<file path="src/rtl/sertx_pkg.sv">
package sertx_pkg;
  localparam int CHAR_W     = 8;
  localparam int TCNT_W     = 5;
  localparam int BIT_TICKS  = 16;
  localparam int LEAD_TICKS = 8;

  localparam logic [1:0] PAR_ODD  = 2'b01;
  localparam logic [1:0] PAR_EVEN = 2'b10;

  typedef enum logic [2:0] {
    FR_IDLE, FR_LEAD, FR_START, FR_DATA, FR_PAR, FR_STOP
  } fr_state_t;

  function automatic logic [CHAR_W-1:0] len_mask(input logic [1:0] len);
    case (len)
      2'd0:    len_mask = 8'h1F;
      2'd1:    len_mask = 8'h3F;
      2'd2:    len_mask = 8'h7F;
      default: len_mask = 8'hFF;
    endcase
  endfunction

  function automatic logic par_bit(input logic [CHAR_W-1:0] d,
                                   input logic [1:0] len,
                                   input logic [1:0] mode);
    logic p;
    p = ^(d & len_mask(len));
    par_bit = (mode == PAR_ODD) ? ~p : p;
  endfunction

  function automatic logic [TCNT_W-1:0] stop_ticks(input logic sel,
                                                   input logic [1:0] len);
    if (!sel)            stop_ticks = TCNT_W'(BIT_TICKS);
    else if (len == 2'd0) stop_ticks = TCNT_W'(BIT_TICKS + BIT_TICKS / 2);
    else                 stop_ticks = TCNT_W'(2 * BIT_TICKS);
  endfunction
endpackage

</file>
<file path="src/rtl/sertx_tick.sv">
module sertx_tick #(
  parameter int DIV_W = 16
) (
  input  logic             clk,
  input  logic             rst,
  input  logic [DIV_W-1:0] divisor,
  output logic             tick
);
  logic [DIV_W-1:0] cnt;
  logic [DIV_W-1:0] limit;
  logic             wrap;

  assign limit = (divisor == '0) ? DIV_W'(1) : divisor;
  assign wrap  = (cnt >= limit - DIV_W'(1));

  always_ff @(posedge clk) begin
    if (rst) begin
      cnt  <= '0;
      tick <= 1'b0;
    end else begin
      cnt  <= wrap ? '0 : cnt + DIV_W'(1);
      tick <= wrap;
    end
  end
endmodule

</file>
<file path="src/rtl/sertx_buf.sv">
module sertx_buf #(
  parameter int DW    = 8,
  parameter int DEPTH = 16,
  localparam int AW   = (DEPTH > 1) ? $clog2(DEPTH) : 1,
  localparam int CW   = $clog2(DEPTH + 1)
) (
  input  logic          clk,
  input  logic          rst,
  input  logic          fifo_mode,
  input  logic          push,
  input  logic [DW-1:0] push_data,
  input  logic          pop,
  output logic [DW-1:0] pop_data,
  output logic [CW-1:0] count,
  output logic          ready,
  output logic          empty
);
  logic [DW-1:0] mem [DEPTH];
  logic [AW-1:0] wptr, rptr;
  logic [CW-1:0] cap;
  logic          accept, take;

  assign cap    = fifo_mode ? CW'(DEPTH) : CW'(1);
  assign take   = pop && (count != '0);
  assign accept = push && ((count < cap) || take);
  assign ready  = (count < cap);
  assign empty  = (count == '0);
  assign pop_data = mem[rptr];

  always_ff @(posedge clk) begin
    if (accept) mem[wptr] <= push_data;
  end

  always_ff @(posedge clk) begin
    if (rst) begin
      wptr  <= '0;
      rptr  <= '0;
      count <= '0;
    end else begin
      if (accept) wptr <= (wptr == AW'(DEPTH - 1)) ? '0 : wptr + AW'(1);
      if (take)   rptr <= (rptr == AW'(DEPTH - 1)) ? '0 : rptr + AW'(1);
      case ({accept, take})
        2'b10:   count <= count + CW'(1);
        2'b01:   count <= count - CW'(1);
        default: count <= count;
      endcase
    end
  end
endmodule

</file>
<file path="src/rtl/sertx_framer.sv">
module sertx_framer
  import sertx_pkg::*;
(
  input  logic              clk,
  input  logic              rst,
  input  logic              tick,
  input  logic              avail,
  input  logic [CHAR_W-1:0] in_data,
  input  logic [1:0]        char_len,
  input  logic [1:0]        par_mode,
  input  logic              stop_sel,
  output logic              pop,
  output logic              line,
  output logic              busy
);
  fr_state_t          st;
  logic [TCNT_W-1:0]  tcnt, lim, stop_lim;
  logic [2:0]         bitcnt, last_bit;
  logic [CHAR_W-1:0]  shreg;
  logic               pbit, has_par;

  assign pop  = (st == FR_IDLE) && avail;
  assign busy = (st != FR_IDLE);

  always_comb begin
    case (st)
      FR_LEAD: lim = TCNT_W'(LEAD_TICKS);
      FR_STOP: lim = stop_lim;
      default: lim = TCNT_W'(BIT_TICKS);
    endcase
  end

  always_comb begin
    case (st)
      FR_START: line = 1'b0;
      FR_DATA:  line = shreg[0];
      FR_PAR:   line = pbit;
      default:  line = 1'b1;
    endcase
  end

  always_ff @(posedge clk) begin
    if (rst) begin
      st       <= FR_IDLE;
      tcnt     <= '0;
      bitcnt   <= '0;
      last_bit <= '0;
      shreg    <= '0;
      pbit     <= 1'b0;
      has_par  <= 1'b0;
      stop_lim <= TCNT_W'(BIT_TICKS);
    end else if (st == FR_IDLE) begin
      if (avail) begin
        shreg    <= in_data & len_mask(char_len);
        last_bit <= {1'b1, char_len};
        has_par  <= (par_mode == PAR_ODD) || (par_mode == PAR_EVEN);
        pbit     <= par_bit(in_data, char_len, par_mode);
        stop_lim <= stop_ticks(stop_sel, char_len);
        tcnt     <= '0;
        bitcnt   <= '0;
        st       <= FR_LEAD;
      end
    end else if (tick) begin
      if (tcnt == lim - TCNT_W'(1)) begin
        tcnt <= '0;
        case (st)
          FR_LEAD:  st <= FR_START;
          FR_START: st <= FR_DATA;
          FR_DATA: begin
            shreg <= shreg >> 1;
            if (bitcnt == last_bit) st <= has_par ? FR_PAR : FR_STOP;
            else                    bitcnt <= bitcnt + 3'd1;
          end
          FR_PAR:   st <= FR_STOP;
          default:  st <= FR_IDLE;
        endcase
      end else begin
        tcnt <= tcnt + TCNT_W'(1);
      end
    end
  end
endmodule

</file>
<file path="src/rtl/sertx_top.sv">
module sertx_top
  import sertx_pkg::*;
#(
  parameter int FIFO_DEPTH = 16,
  parameter int DIV_W      = 16,
  localparam int CNT_W     = $clog2(FIFO_DEPTH + 1)
) (
  input  logic              clk,
  input  logic              rst,
  input  logic              wr_en,
  input  logic [CHAR_W-1:0] wr_data,
  input  logic              fifo_mode,
  input  logic [1:0]        char_len,
  input  logic [1:0]        par_mode,
  input  logic              stop_sel,
  input  logic              break_en,
  input  logic [DIV_W-1:0]  divisor,
  output logic              txd,
  output logic              tx_ready,
  output logic              tx_empty,
  output logic              tx_idle
);
  logic              tick, pop, line, busy;
  logic [CHAR_W-1:0] head;
  logic [CNT_W-1:0]  buf_count;

  sertx_tick #(.DIV_W(DIV_W)) u_tick (
    .clk(clk), .rst(rst), .divisor(divisor), .tick(tick)
  );

  sertx_buf #(.DW(CHAR_W), .DEPTH(FIFO_DEPTH)) u_buf (
    .clk(clk), .rst(rst), .fifo_mode(fifo_mode),
    .push(wr_en), .push_data(wr_data),
    .pop(pop), .pop_data(head),
    .count(buf_count), .ready(tx_ready), .empty(tx_empty)
  );

  sertx_framer u_framer (
    .clk(clk), .rst(rst), .tick(tick),
    .avail(!tx_empty), .in_data(head),
    .char_len(char_len), .par_mode(par_mode), .stop_sel(stop_sel),
    .pop(pop), .line(line), .busy(busy)
  );

  assign tx_idle = tx_empty && !busy;

  always_ff @(posedge clk) begin
    if (rst) txd <= 1'b1;
    else     txd <= break_en ? 1'b0 : line;
  end
endmodule

</file>
<file path="config.mk">
export PLATFORM = sky130hd
export DESIGN_NAME = sertx_top
export DESIGN_NICKNAME = d
export VERILOG_FILES = /design/src/rtl/sertx_pkg.sv /design/src/rtl/sertx_tick.sv /design/src/rtl/sertx_buf.sv /design/src/rtl/sertx_framer.sv /design/src/rtl/sertx_top.sv
export SDC_FILE = /design/constraint.sdc
export NUM_CORES = 1
export LEC_CHECK = 0
export ABC_AREA = 1
export CORE_ASPECT_RATIO = 1.5
export CORE_MARGIN = 2
export CORE_UTILIZATION = 57
export CTS_BUF_LIST = sky130_fd_sc_hd__clkbuf_4
export DETAILED_ROUTE_END_ITERATION = 10
export GPL_ROUTABILITY_DRIVEN = 0
export PLACE_DENSITY = 0.91
export SLEW_MARGIN = 40
export SYNTH_ARGS = -nofsm -noshare
export SYNTH_HDL_FRONTEND = slang
export SYNTH_SLANG_ARGS = --single-unit
</file>
<file path="constraint.sdc">
create_clock -name clk -period 2.9 [get_ports clk]
set_input_delay 0.435 -clock clk [delete_from_list [all_inputs] [get_ports clk]]
set_output_delay 0.435 -clock clk [all_outputs]
set_load 0.005 [all_outputs]
</file>
==> results of run 1 <==
metrics by stage:
step / area, µm² / hold WS, ns / utilization, % / power [mW] / instances
after CTS: 10400 / 0.460 / 66.5 / 7.63 / 1338
after global placement: 10100 / 0.449 / 64.3 / 5.89 / 1306
after detailed placement: 10100 / 0.457 / 64.3 / 6.03 / 1306
after global routing: 10600 / 0.456 / 67.6 / 8.14 / 1345
after floorplan: 9160 / 0.441 / - / 5.22 / 1038
final: 10600 / 0.479 / 67.6 / 7.65 / 1345
repair_timing:
action,4_1_cts,5_1_grt
endpoints found under the setup margin,17,17
setup buffers,0,5
pin swaps,0,20
cloned,0,1
resized for setup,3,39
power by group through the flow:
stage          Combinational (mW)  Clock [mW]  Sequential, mW
6_report                     2.79        1.60            3.27
5_1_grt                      3.14        1.71            3.29
3_3_place_gp                 2.59           0            3.31
3_5_place_dp                 2.71           0            3.32
4_1_cts                      2.75        1.62            3.26
2_1_floorplan                1.95           0            3.27
layout make-up:
cell class	instances	area (µm²)	area share (%)
clock inverter	14	206	1.95
antenna	1	2.50	0.0236
inverter	137	517	4.87
tap	203	254	2.39
clock buffer	18	135	1.27
sequential	189	5070	47.7
multi-input combinational	680	3480	32.8
timing repair buffer	103	948	8.94
worst max-delay path: cells and delay by family:
kind | cells | cell delay [ns]
and+or+nand+nor | 10 | 1.43
buffers and inverters | 5 | 0.62
AOI/OAI and AO/OA | 3 | 0.48
adders and majority gates | 1 | 0.29
sequential cells by signal (all words and copies together), names as in the netlist, 2 cells and up, named ones only:
signal	flops
u_tick.cnt	16
u_framer.shreg	8
u_framer.last_bit	3
u_buf.wptr	4
u_framer.bitcnt	3
u_framer.st	3
u_buf.count	5
u_buf.rptr	4
u_framer.stop_lim	2
u_framer.tcnt	5
u_buf.mem	128
logic make-up after synthesis:
group / count (synthesis) / share of synthesized area, %
and+or+nand+nor: 515 / 23.8
adders and majority gates: 31 / 4.32
AOI/OAI and AO/OA: 107 / 6.47
buffers and inverters: 169 / 7.46
xor gates and xnor gates: 27 / 2.59
DFF: 189 / 55.4
layout by cell type (no fill, tap or decap), types with 8 or more instances in the layout:
master	netlist	routed
o21ai_0	36	36
a21oi_1	49	46
nand3_1	92	92
nand2_1	289	284
xor2_1	19	19
dfxtp_1	61	60
nor2_1	90	81
nand4_1	15	15
dlymetal6s2s_1	0	16
clkdlybuf4s50_1	0	21
ha_1	30	30
buf_4	5	63
nor2_2	2	10
clkbuf_4	0	18
inv_1	131	128
xnor2_1	8	8
edfxtp_1	128	128
nand2_2	3	8
routing by layer:
layer | wire (µm) | up-vias
li1 | - | 3584
met1 | 7360 | 3374
met2 | 11100 | 275
met3 | 864 | 73
met4 | 1150 | 0
met5 | 0 | -
worst min-delay path by stage:
stage	from	end	slack, ns	cells after the start
after global placement	u_framer.shreg[7]	u_framer.shreg[7]	0.45	2
final	u_framer.shreg[7]	u_framer.shreg[7]	0.48	2
after floorplan	u_tick.cnt[0]	u_tick.cnt[0]	0.44	1
after global routing	break_en	txd	0.46	3
after CTS	stop_sel	u_framer.stop_lim[3]	0.46	3
after detailed placement	u_framer.shreg[7]	u_framer.shreg[7]	0.46	2
==> metrics.csv, run 1 <==
stage,metric,value,unit
clock_tree,tritoncts,built,
sta,worstMarginPinSlew,0.722,ns
routing,drc,0,
pwr,pwr-share-comb,36.4,%
setup_path,cp-endpoint,u_tick.cnt[2],
cells_and_area,nets,1193,
placed_design,place_hpwl,14000,µm
logic_synthesis,syn-cell-area,0.00914,mm²
logic_synthesis,avgSynthCellArea,8.81,µm²
setup_path,reg2regPathDepth,16,
pwr,vdd_ir_drop_max,0.000467,V
logic_synthesis,synth_area_leader_cell,edfxtp_1,
clock_tree,clk_pin_slew,0.16,ns
die,design.core.area,0.0157,mm²
sta,worst_slack,0.140,ns
setup_path,cp_slowest_cell,ha_1,
logic_synthesis,synth_seq_cells,189,
logic_synthesis,yosys.cell_count.top_type,nand2_1,
cells_and_area,area_growth,16.1,%
grt,grt_max_degree,43,
pwr,sw_frac_of_total,37.6,%
pwr,pwr_density_cell,721,mW/mm²
logic_synthesis,synth_flop_cell,edfxtp_1,
setup_path,cp_max_fo,8,
logic_synthesis,synth_cell_types,44,
sta,timing_hold_violations_final,0,
grt,grt_most_used_layer,met2,
setup_path,cp_slowest_stage_delay,0.29,ns
pwr,p_sw,2.88,mW
logic_synthesis,synth.area.top_cells,"edfxtp_1, dfxtp_1, nand2_1",
logic_synthesis,synth_common_cells,"nand2_1, inv_1, edfxtp_1, nand3_1, nor2_1",
logic_synthesis,synthesis.nets,1103,
die,num_rows,56,
logic_synthesis,synth_edf_count,128,
pwr,power.clock.fraction,20.9,%
routing,wl,20500,µm
grt,grt_util_met3,3.52,%
logic_synthesis,synthArstFlopShare,0,%
sta,max_freq,362,MHz
sta,fin_tns_setup,0,ns
grt,grt.total_usage,23.8,%
die,die-area,0.0171,mm²
routing,via_per_inst,5.43,
setup_path,worstReg2RegEnd,u_framer.pbit,
sta,finClkSkew,0.0340,ns
grt,grt_pass1_wl,32100,µm
routing,drt-initial-drc-count,457,
clock_tree,cts.root.buffer_cell,clkbuf_4,
die,pin_count,38,
logic_synthesis,ys_seq_area_share,55.4,%
setup_path,cp.arrival,3.25,ns
setup_path,cp-start-kind,primary input,
run_status,status,completed,
grt,grtUsageMet2,43.9,%
clock_tree,cts-htree-levels,4,
flow_run,max_cap_violations,0,
cells_and_area,drive_gt1_share,12.8,%
setup_path,crit_start,divisor[2],
sta,period_needed,2.76,ns
sta,setup_viol,0,
sta,period_share,95.2,%
clock_tree,cts_buffers,17,
setup_path,critPathKind,primary input to flip-flop,
pwr,p_leak,4.63,nW
die,start_util,58.3,%
setup_path,rrSetupSlack,0.31,ns
worst_hold_path,worstHoldPathType,flip-flop to flip-flop,
grt,grtUsageMet1,24.7,%
cells_and_area,fillCellCount,1149,
clock_tree,holdBufCountCts,0,
clock_tree,insertion_delay,0.56,ns
die,die_w,107,µm
grt,grt_overflow,0,
placed_design,pre_cts_ws,-0.776,ns
clock_tree,cts.sinks,189,
grt,antenna_found_initial,1,
routing,vias,7306,
grt,grt_pass1_vias,7015,
logic_synthesis,syn_inst,1038,
setup_path,crit_required,3.39,ns
die,fp.dieH,159,µm
logic_synthesis,synth_top_area_share,42.0,%
routing,first_pass_iters,5,
logic_synthesis,yosysWarnings,0,
setup_path,path_cells,"dlymetal6s2s_1, nor2_2, inv_1, nor2_2, a21boi_2, nand2_1, nor4_2, nand3b_1, nor2_2, nand3_1, o21ai_1, ha_1, nand4_1, inv_1, a21oi_2, nand4_1, buf_4, buf_12, nor3b_2",
routing,detail-route-antenna-nets,0,
clock_tree,cts_max_path_buffers,2,
pwr,power_frac_seq,42.7,%
placed_design,port_buffers,37,
setup_path,path_common_cell,nor2_2,
setup_path,critPathCaptureType,flip-flop,
pwr,p_int,4.78,mW
sta,report.final.slew_viol_count,0,
sta,max_slew_margin,51.8,%
routing,routedWlPerCell,15.2,µm
(Power assumes the default switching activity.)
==> run 2: changes to the inputs <==
- SLEW_MARGIN: 40 -> 20
==> results of run 2 <==
The final DEF is identical to that of run 1; final timing and power are the same.
